--- src/rtl/irq_tree_pkg.sv ---
package irq_tree_pkg;

  localparam int unsigned WORD_W    = 32;
  localparam int unsigned LOCAL_N   = 8;
  localparam int unsigned BANKS     = 3;
  localparam int unsigned FAST_A_N  = 5;
  localparam int unsigned FAST_B_N  = 6;
  localparam int unsigned SUM_A_POS = 8;
  localparam int unsigned SUM_B_POS = 9;
  localparam int unsigned FAST_A_LO = 10;
  localparam int unsigned FAST_B_LO = FAST_A_LO + FAST_A_N;

  typedef enum logic [1:0] {
    RK_NONE = 2'd0,
    RK_PEND = 2'd1,
    RK_SET  = 2'd2,
    RK_CLR  = 2'd3
  } reg_kind_e;

  typedef struct packed {
    reg_kind_e  kind;
    logic [1:0] bank;
  } reg_sel_t;

  // Bank A line routed to fast-path slot k (slot order is the root bit order).
  function automatic int unsigned fast_a_line(int unsigned k);
    case (k)
      0: return 7;
      1: return 9;
      2: return 10;
      3: return 18;
      default: return 19;
    endcase
  endfunction

  function automatic int unsigned fast_b_line(int unsigned k);
    case (k)
      0: return 21;
      1: return 22;
      2: return 23;
      3: return 24;
      4: return 25;
      default: return 30;
    endcase
  endfunction

  function automatic logic [WORD_W-1:0] fast_a_mask();
    logic [WORD_W-1:0] m;
    m = '0;
    for (int unsigned k = 0; k < FAST_A_N; k++) m[fast_a_line(k)] = 1'b1;
    return m;
  endfunction

  function automatic logic [WORD_W-1:0] fast_b_mask();
    logic [WORD_W-1:0] m;
    m = '0;
    for (int unsigned k = 0; k < FAST_B_N; k++) m[fast_b_line(k)] = 1'b1;
    return m;
  endfunction

  localparam logic [WORD_W-1:0] FAST_A_MASK = fast_a_mask();
  localparam logic [WORD_W-1:0] FAST_B_MASK = fast_b_mask();
  localparam logic [WORD_W-1:0] ROOT_WMASK  =
    {{(WORD_W-LOCAL_N){1'b0}}, {LOCAL_N{1'b1}}};

  // Word index (byte offset / 4) to register selection. Bank codes: 0 root, 1 A, 2 B.
  function automatic reg_sel_t decode_word(int unsigned idx);
    reg_sel_t s;
    s.kind = RK_NONE;
    s.bank = 2'd0;
    case (idx)
      0: begin s.kind = RK_PEND; s.bank = 2'd0; end
      1: begin s.kind = RK_PEND; s.bank = 2'd1; end
      2: begin s.kind = RK_PEND; s.bank = 2'd2; end
      4: begin s.kind = RK_SET;  s.bank = 2'd1; end
      5: begin s.kind = RK_SET;  s.bank = 2'd2; end
      6: begin s.kind = RK_SET;  s.bank = 2'd0; end
      7: begin s.kind = RK_CLR;  s.bank = 2'd1; end
      8: begin s.kind = RK_CLR;  s.bank = 2'd2; end
      9: begin s.kind = RK_CLR;  s.bank = 2'd0; end
      default: ;
    endcase
    return s;
  endfunction

endpackage

--- src/rtl/irq_mask_reg.sv ---
module irq_mask_reg #(
  parameter int unsigned   W        = 32,
  parameter logic [W-1:0]  WRITABLE = '1
) (
  input  logic         clk,
  input  logic         rst_n,
  input  logic         set_stb,
  input  logic         clr_stb,
  input  logic [W-1:0] wdata,
  output logic [W-1:0] mask_q
);

  logic [W-1:0] mask_d;
  logic         mask_ce;
  logic [W-1:0] hit;

  always_comb begin
    hit     = wdata & WRITABLE;
    mask_ce = set_stb | clr_stb;
    mask_d  = mask_q;
    if (set_stb) mask_d = mask_d | hit;
    if (clr_stb) mask_d = mask_d & ~hit;
  end

  always_ff @(posedge clk or negedge rst_n) begin
    if (!rst_n) begin
      mask_q <= '0;
    end else if (mask_ce) begin
      mask_q <= mask_d;
    end
  end

endmodule

--- src/rtl/irq_root_word.sv ---
module irq_root_word
  import irq_tree_pkg::*;
(
  input  logic [LOCAL_N-1:0] root_lvl,
  input  logic [WORD_W-1:0]  pend_a,
  input  logic [WORD_W-1:0]  pend_b,
  output logic [WORD_W-1:0]  root_word
);

  always_comb begin
    root_word                = '0;
    root_word[LOCAL_N-1:0]   = root_lvl;
    root_word[SUM_A_POS]     = |(pend_a & ~FAST_A_MASK);
    root_word[SUM_B_POS]     = |(pend_b & ~FAST_B_MASK);
    for (int unsigned k = 0; k < FAST_A_N; k++)
      root_word[FAST_A_LO + k] = pend_a[fast_a_line(k)];
    for (int unsigned k = 0; k < FAST_B_N; k++)
      root_word[FAST_B_LO + k] = pend_b[fast_b_line(k)];
  end

endmodule

--- src/rtl/irq_tree_ctrl.sv ---
module irq_tree_ctrl
  import irq_tree_pkg::*;
#(
  parameter int unsigned ADDR_W = 9
) (
  input  logic                clk,
  input  logic                rst_n,
  input  logic                bus_wr,
  input  logic [ADDR_W-1:0]   bus_addr,
  input  logic [WORD_W-1:0]   bus_wdata,
  output logic [WORD_W-1:0]   bus_rdata,
  input  logic [LOCAL_N-1:0]  src_root,
  input  logic [WORD_W-1:0]   src_a,
  input  logic [WORD_W-1:0]   src_b,
  output logic                irq_out
);

  localparam int unsigned IDX_W = ADDR_W - 2;

  // Reset: asserted asynchronously, released after two clock edges.
  logic [1:0] rst_pipe;
  logic       rst_int_n;

  always_ff @(posedge clk or negedge rst_n) begin
    if (!rst_n) rst_pipe <= 2'b00;
    else        rst_pipe <= {rst_pipe[0], 1'b1};
  end
  assign rst_int_n = rst_pipe[1];

  // Address decode
  reg_sel_t          sel;
  logic [IDX_W-1:0]  word_idx;

  assign word_idx = bus_addr[ADDR_W-1:2];

  always_comb begin
    if (bus_addr[1:0] == 2'b00) sel = decode_word(int'(word_idx));
    else                        sel = '{kind: RK_NONE, bank: 2'd0};
  end

  // Mask registers, one per bank
  logic [WORD_W-1:0] en_q [BANKS];
  logic [BANKS-1:0]  set_stb;
  logic [BANKS-1:0]  clr_stb;

  for (genvar b = 0; b < BANKS; b++) begin : g_bank
    assign set_stb[b] = bus_wr && (sel.kind == RK_SET) && (sel.bank == 2'(b));
    assign clr_stb[b] = bus_wr && (sel.kind == RK_CLR) && (sel.bank == 2'(b));

    irq_mask_reg #(
      .W        (WORD_W),
      .WRITABLE ((b == 0) ? ROOT_WMASK : {WORD_W{1'b1}})
    ) u_mask (
      .clk     (clk),
      .rst_n   (rst_int_n),
      .set_stb (set_stb[b]),
      .clr_stb (clr_stb[b]),
      .wdata   (bus_wdata),
      .mask_q  (en_q[b])
    );
  end

  // Pending words
  logic [WORD_W-1:0]  pend_a;
  logic [WORD_W-1:0]  pend_b;
  logic [LOCAL_N-1:0] root_lvl;
  logic [WORD_W-1:0]  root_word;

  assign pend_a   = src_a & en_q[1];
  assign pend_b   = src_b & en_q[2];
  assign root_lvl = src_root & en_q[0][LOCAL_N-1:0];

  irq_root_word u_root (
    .root_lvl  (root_lvl),
    .pend_a    (pend_a),
    .pend_b    (pend_b),
    .root_word (root_word)
  );

  // Read mux
  always_comb begin
    bus_rdata = '0;
    case (sel.kind)
      RK_PEND: begin
        case (sel.bank)
          2'd0:    bus_rdata = root_word;
          2'd1:    bus_rdata = pend_a;
          2'd2:    bus_rdata = pend_b;
          default: bus_rdata = '0;
        endcase
      end
      RK_SET, RK_CLR: begin
        case (sel.bank)
          2'd0:    bus_rdata = en_q[0];
          2'd1:    bus_rdata = en_q[1];
          2'd2:    bus_rdata = en_q[2];
          default: bus_rdata = '0;
        endcase
      end
      default: bus_rdata = '0;
    endcase
  end

  // Interrupt request register
  logic irq_d;
  logic irq_q;

  assign irq_d = |root_word;

  always_ff @(posedge clk or negedge rst_int_n) begin
    if (!rst_int_n) irq_q <= 1'b0;
    else            irq_q <= irq_d;
  end

  assign irq_out = irq_q;

endmodule

--- config.mk ---
export PLATFORM = sky130hd
export DESIGN_NAME = irq_tree_ctrl
export DESIGN_NICKNAME = d
export VERILOG_FILES = /design/src/rtl/irq_tree_pkg.sv /design/src/rtl/irq_mask_reg.sv /design/src/rtl/irq_root_word.sv /design/src/rtl/irq_tree_ctrl.sv
export SDC_FILE = /design/constraint.sdc
export NUM_CORES = 1
export LEC_CHECK = 0
export ABC_AREA = 1
export BUFFER_PORTS_ARGS = -buffer_cell sky130_fd_sc_hd__buf_2
export CELL_PAD_IN_SITES_DETAIL_PLACEMENT = 0
export CELL_PAD_IN_SITES_GLOBAL_PLACEMENT = 1
export CORE_ASPECT_RATIO = 1.2
export CORE_MARGIN = 2
export CORE_UTILIZATION = 41
export CTS_CLUSTER_DIAMETER = 200
export DETAILED_ROUTE_END_ITERATION = 10
export PLACE_DENSITY = 0.9
export REMOVE_ABC_BUFFERS = 1
export SLEW_MARGIN = 20
export SYNTH_ARGS = -nofsm -noshare
export SYNTH_HDL_FRONTEND = slang
export SYNTH_HIERARCHICAL = 1
export SYNTH_SLANG_ARGS = --single-unit
--- constraint.sdc ---
create_clock -name clk -period 7.1 [get_ports clk]
set_clock_uncertainty 0.2 [all_clocks]
set_input_delay 1.065 -clock clk [delete_from_list [all_inputs] [get_ports clk]]
set_output_delay 1.065 -clock clk [all_outputs]
set_load 0.01 [all_outputs]
==> run_results.csv <==
group,metric,value,unit
critical_path,critPathKind,"in -> out",
grt,use_met2,41.8,%
timing,rsz0062_at_grt,"false",
place,hpwl,16500,microns
synthesis,yosysMostFrequentCell,"nand2_1",
power_and_ir_drop,seq_power_share,38.0,%
synthesis,ys_ff_latch,75,
power_and_ir_drop,switchingPower,318,uW
place,dpl.cell_count,1610,
grt,grt_pass1_wl,38300,microns
synthesis,synth_area_leaders,"nand2_1 28%, dfrtp_1 25%, inv_1 13%",
critical_path,start_kind,"primary input",
floorplan,row_count,54,
critical_path,cp.arrival,3.71,ns
synthesis,synth-seq-area-share,25.1,%
floorplan,die_width,127,microns
final_layout,layout.cells.non_filler,1628,
cts,clk_pin_slew,0.06,ns
cts,cts.sinks,75,
power_and_ir_drop,p_leak,0.00502,uW
power_and_ir_drop,total_power,1130,uW
min_path,hold_path.class,"reg -> async",
critical_path,required,5.83,ns
drt,drtIter0Drc,631,
synthesis,synth_area,0.00747,sq mm
synthesis,synth.avg_cell_area,5.67,sq um
critical_path,end_kind,"output pin",
place,gp_congestion,0.828,
timing,slew_headroom,33.2,%
flow_run,cap_violations,0,
power_and_ir_drop,ir_worst_vdd,0.0000970,V
grt,met3_usage,2.85,%
timing,fin_crit_sh,70.1,%
synthesis,ys.flop_type,"dfrtp_1",
grt,grt_usage,24.9,%
floorplan,core,0.0180,sq mm
cts,clkLatencyLatePin,0.35,ns
grt,use_met1,32.8,%
grt,antenna_found_initial,1,
synthesis,synth_cell_types,21,
drt,dr.pass1.iters,5,
place,port_buffers,148,
timing,slew_violations,0,
cts,cts-root-buf,"clkbuf_16",
timing,worst_hold_slack,0.111,ns
timing,setup_viol,0,
drt,wire_per_inst,14.9,microns
run_status,status,"completed",
final_layout,fillers,2008,
power_and_ir_drop,power.internal,807,uW
cts,ctsResizeCount,0,
timing,fin_crit,4.98,ns
synthesis,yosysTopAreaCell,"nand2_1",
critical_path,crit_path_max_fanout,39,
synthesis,yosys_warnings,6,
final_layout,nNetsFinal,1514,
floorplan,initial_utilization,41.4,%
power_and_ir_drop,pwr-share-clk,46.4,%
cts,cts_tree,"yes",
cts,cts_setup_buffers,0,
synthesis,synth_edf_count,0,
timing,max_freq,0.201,GHz
drt,routed_wl,24200,microns
drt,vias,7997,
grt,grt_pass1_vias,7504,
power_and_ir_drop,p_comb_share,15.6,%
drt,ant_nets,0,
final_layout,synthToLayoutAreaGrowth,10.3,%
cts,cts_buffer_depth,2,
grt,grt.busiest_layer,"met2",
drt,vias_per_cell,4.91,
timing,tns,0,ns
synthesis,synth_top_cells_by_count,"549 x nand2_1, 267 x inv_1, 132 x nand4_1",
grt,grt_max_degree,96,
power_and_ir_drop,p_per_area,136,mW/mm^2
floorplan,dieArea,0.0193,sq mm
cts,htreeDepth,3,
power_and_ir_drop,p_sw_share,28.3,%
synthesis,synth_top_area_share,27.6,%
cts,numCtsBuffers,9,
final_layout,drive_gt1_share,14.5,%
floorplan,fp.dieH,152,microns
cts,hold_buffers,0,
timing,tightest_slew,1.00,ns
timing,hold_viol,0,
drt,route.detailed.drc,0,
floorplan,ios,149,
synthesis,synth-async-reset-ratio,100,%
synthesis,synthCells,1319,
grt,overflow,0,
-- state kept, by name, indices dropped and copies added (netlist names) --
| signal | cells |
|---|---|
| rst_pipe | 2 |
| irq_out | 1 |
| g_bank.u_mask/mask_q | 72 |
-- cell type report --
type	count	area, sq um	share of cell area, %
timing repair buffer	165	881	10.7
antenna	1	2.50	0.0303
inverter	273	1020	12.4
clock buffer	11	253	3.07
tap	224	280	3.40
multi-input combinational	874	3850	46.7
sequential	75	1880	22.8
clock inverter	5	75.1	0.910
-- worst paths after layout --
check                      slack (ns)                              startpoint  depth (start not counted)                                 endpoint
max in group asynchronous        5.99                   rst_pipe[1]$_DFF_PN0_                          2  g_bank[2].u_mask/mask_q[17]$_DFFE_PN0P_
min in group clk                 0.15                   rst_pipe[0]$_DFF_PN0_                          0                    rst_pipe[1]$_DFF_PN0_
min reg2reg                      0.11                   rst_pipe[1]$_DFF_PN0_                          1   g_bank[0].u_mask/mask_q[7]$_DFFE_PN0P_
max                              2.12                             bus_addr[1]                          9                            bus_rdata[15]
max reg2reg                      4.81  g_bank[1].u_mask/mask_q[5]$_DFFE_PN0P_                         11                        irq_out$_DFF_PN0_
min                              0.11                   rst_pipe[1]$_DFF_PN0_                          1   g_bank[0].u_mask/mask_q[7]$_DFFE_PN0P_
-- power groups by stage --
stage / Combinational (uW) / Sequential (uW) / Clock, uW
4_1_cts: 172 / 428 / 532
5_1_grt: 194 / 428 / 546
6_report: 175 / 428 / 522
3_5_place_dp: 171 / 436 / 0
2_1_floorplan: 81.8 / 442 / 0
3_3_place_gp: 172 / 436 / 0
-- metal layers --
metal  wire length, microns  part of all wire, %
met2                  11700                   48
met5                      0                    0
met4                    593                  2.4
met1                  10500                   44
met3                   1360                  5.6
-- critical path, cell delays in order --
cell     delay [ns]
buf_2          0.11
nor2_4         0.72
nand3_2        0.82
buf_4          0.53
nand3_1        0.13
nand2_1        0.06
nand2_1        0.05
nand2_1        0.05
buf_2          0.13
-- stage by stage --
stage               cell area (sq um)  setup WS, ns  utilization, %
global route                     8250          1.88            45.7
global placement                 7900          2.20            43.8
floorplan                        6740       -0.0284               -
detailed placement               7900          2.16            43.8
CTS                              8220          2.16            45.6
finish                           8250          2.12            45.7
-- logic make-up after synthesis --
family	count (synthesis)	share of synthesized area, %
compound gates	2	0.352
buf+inv	403	25.2
other cells	3	0.151
flops	75	25.1
simple gates	836	49.2
-- layout by cell type, fill, tap and decap left out, drive strengths merged, types with 2 or more instances in the layout --
master / synthesis / routed
bufinv: 0 / 2
dfrtp: 75 / 75
nand2: 549 / 549
clkinv: 0 / 3
nand3: 103 / 103
nor3: 2 / 2
nand4: 132 / 132
nor4: 8 / 8
buf: 117 / 165
nor2: 40 / 40
clkbuf: 13 / 11
conb: 3 / 36
inv: 273 / 273
Note: power is estimated with default switching activity, not from simulation.
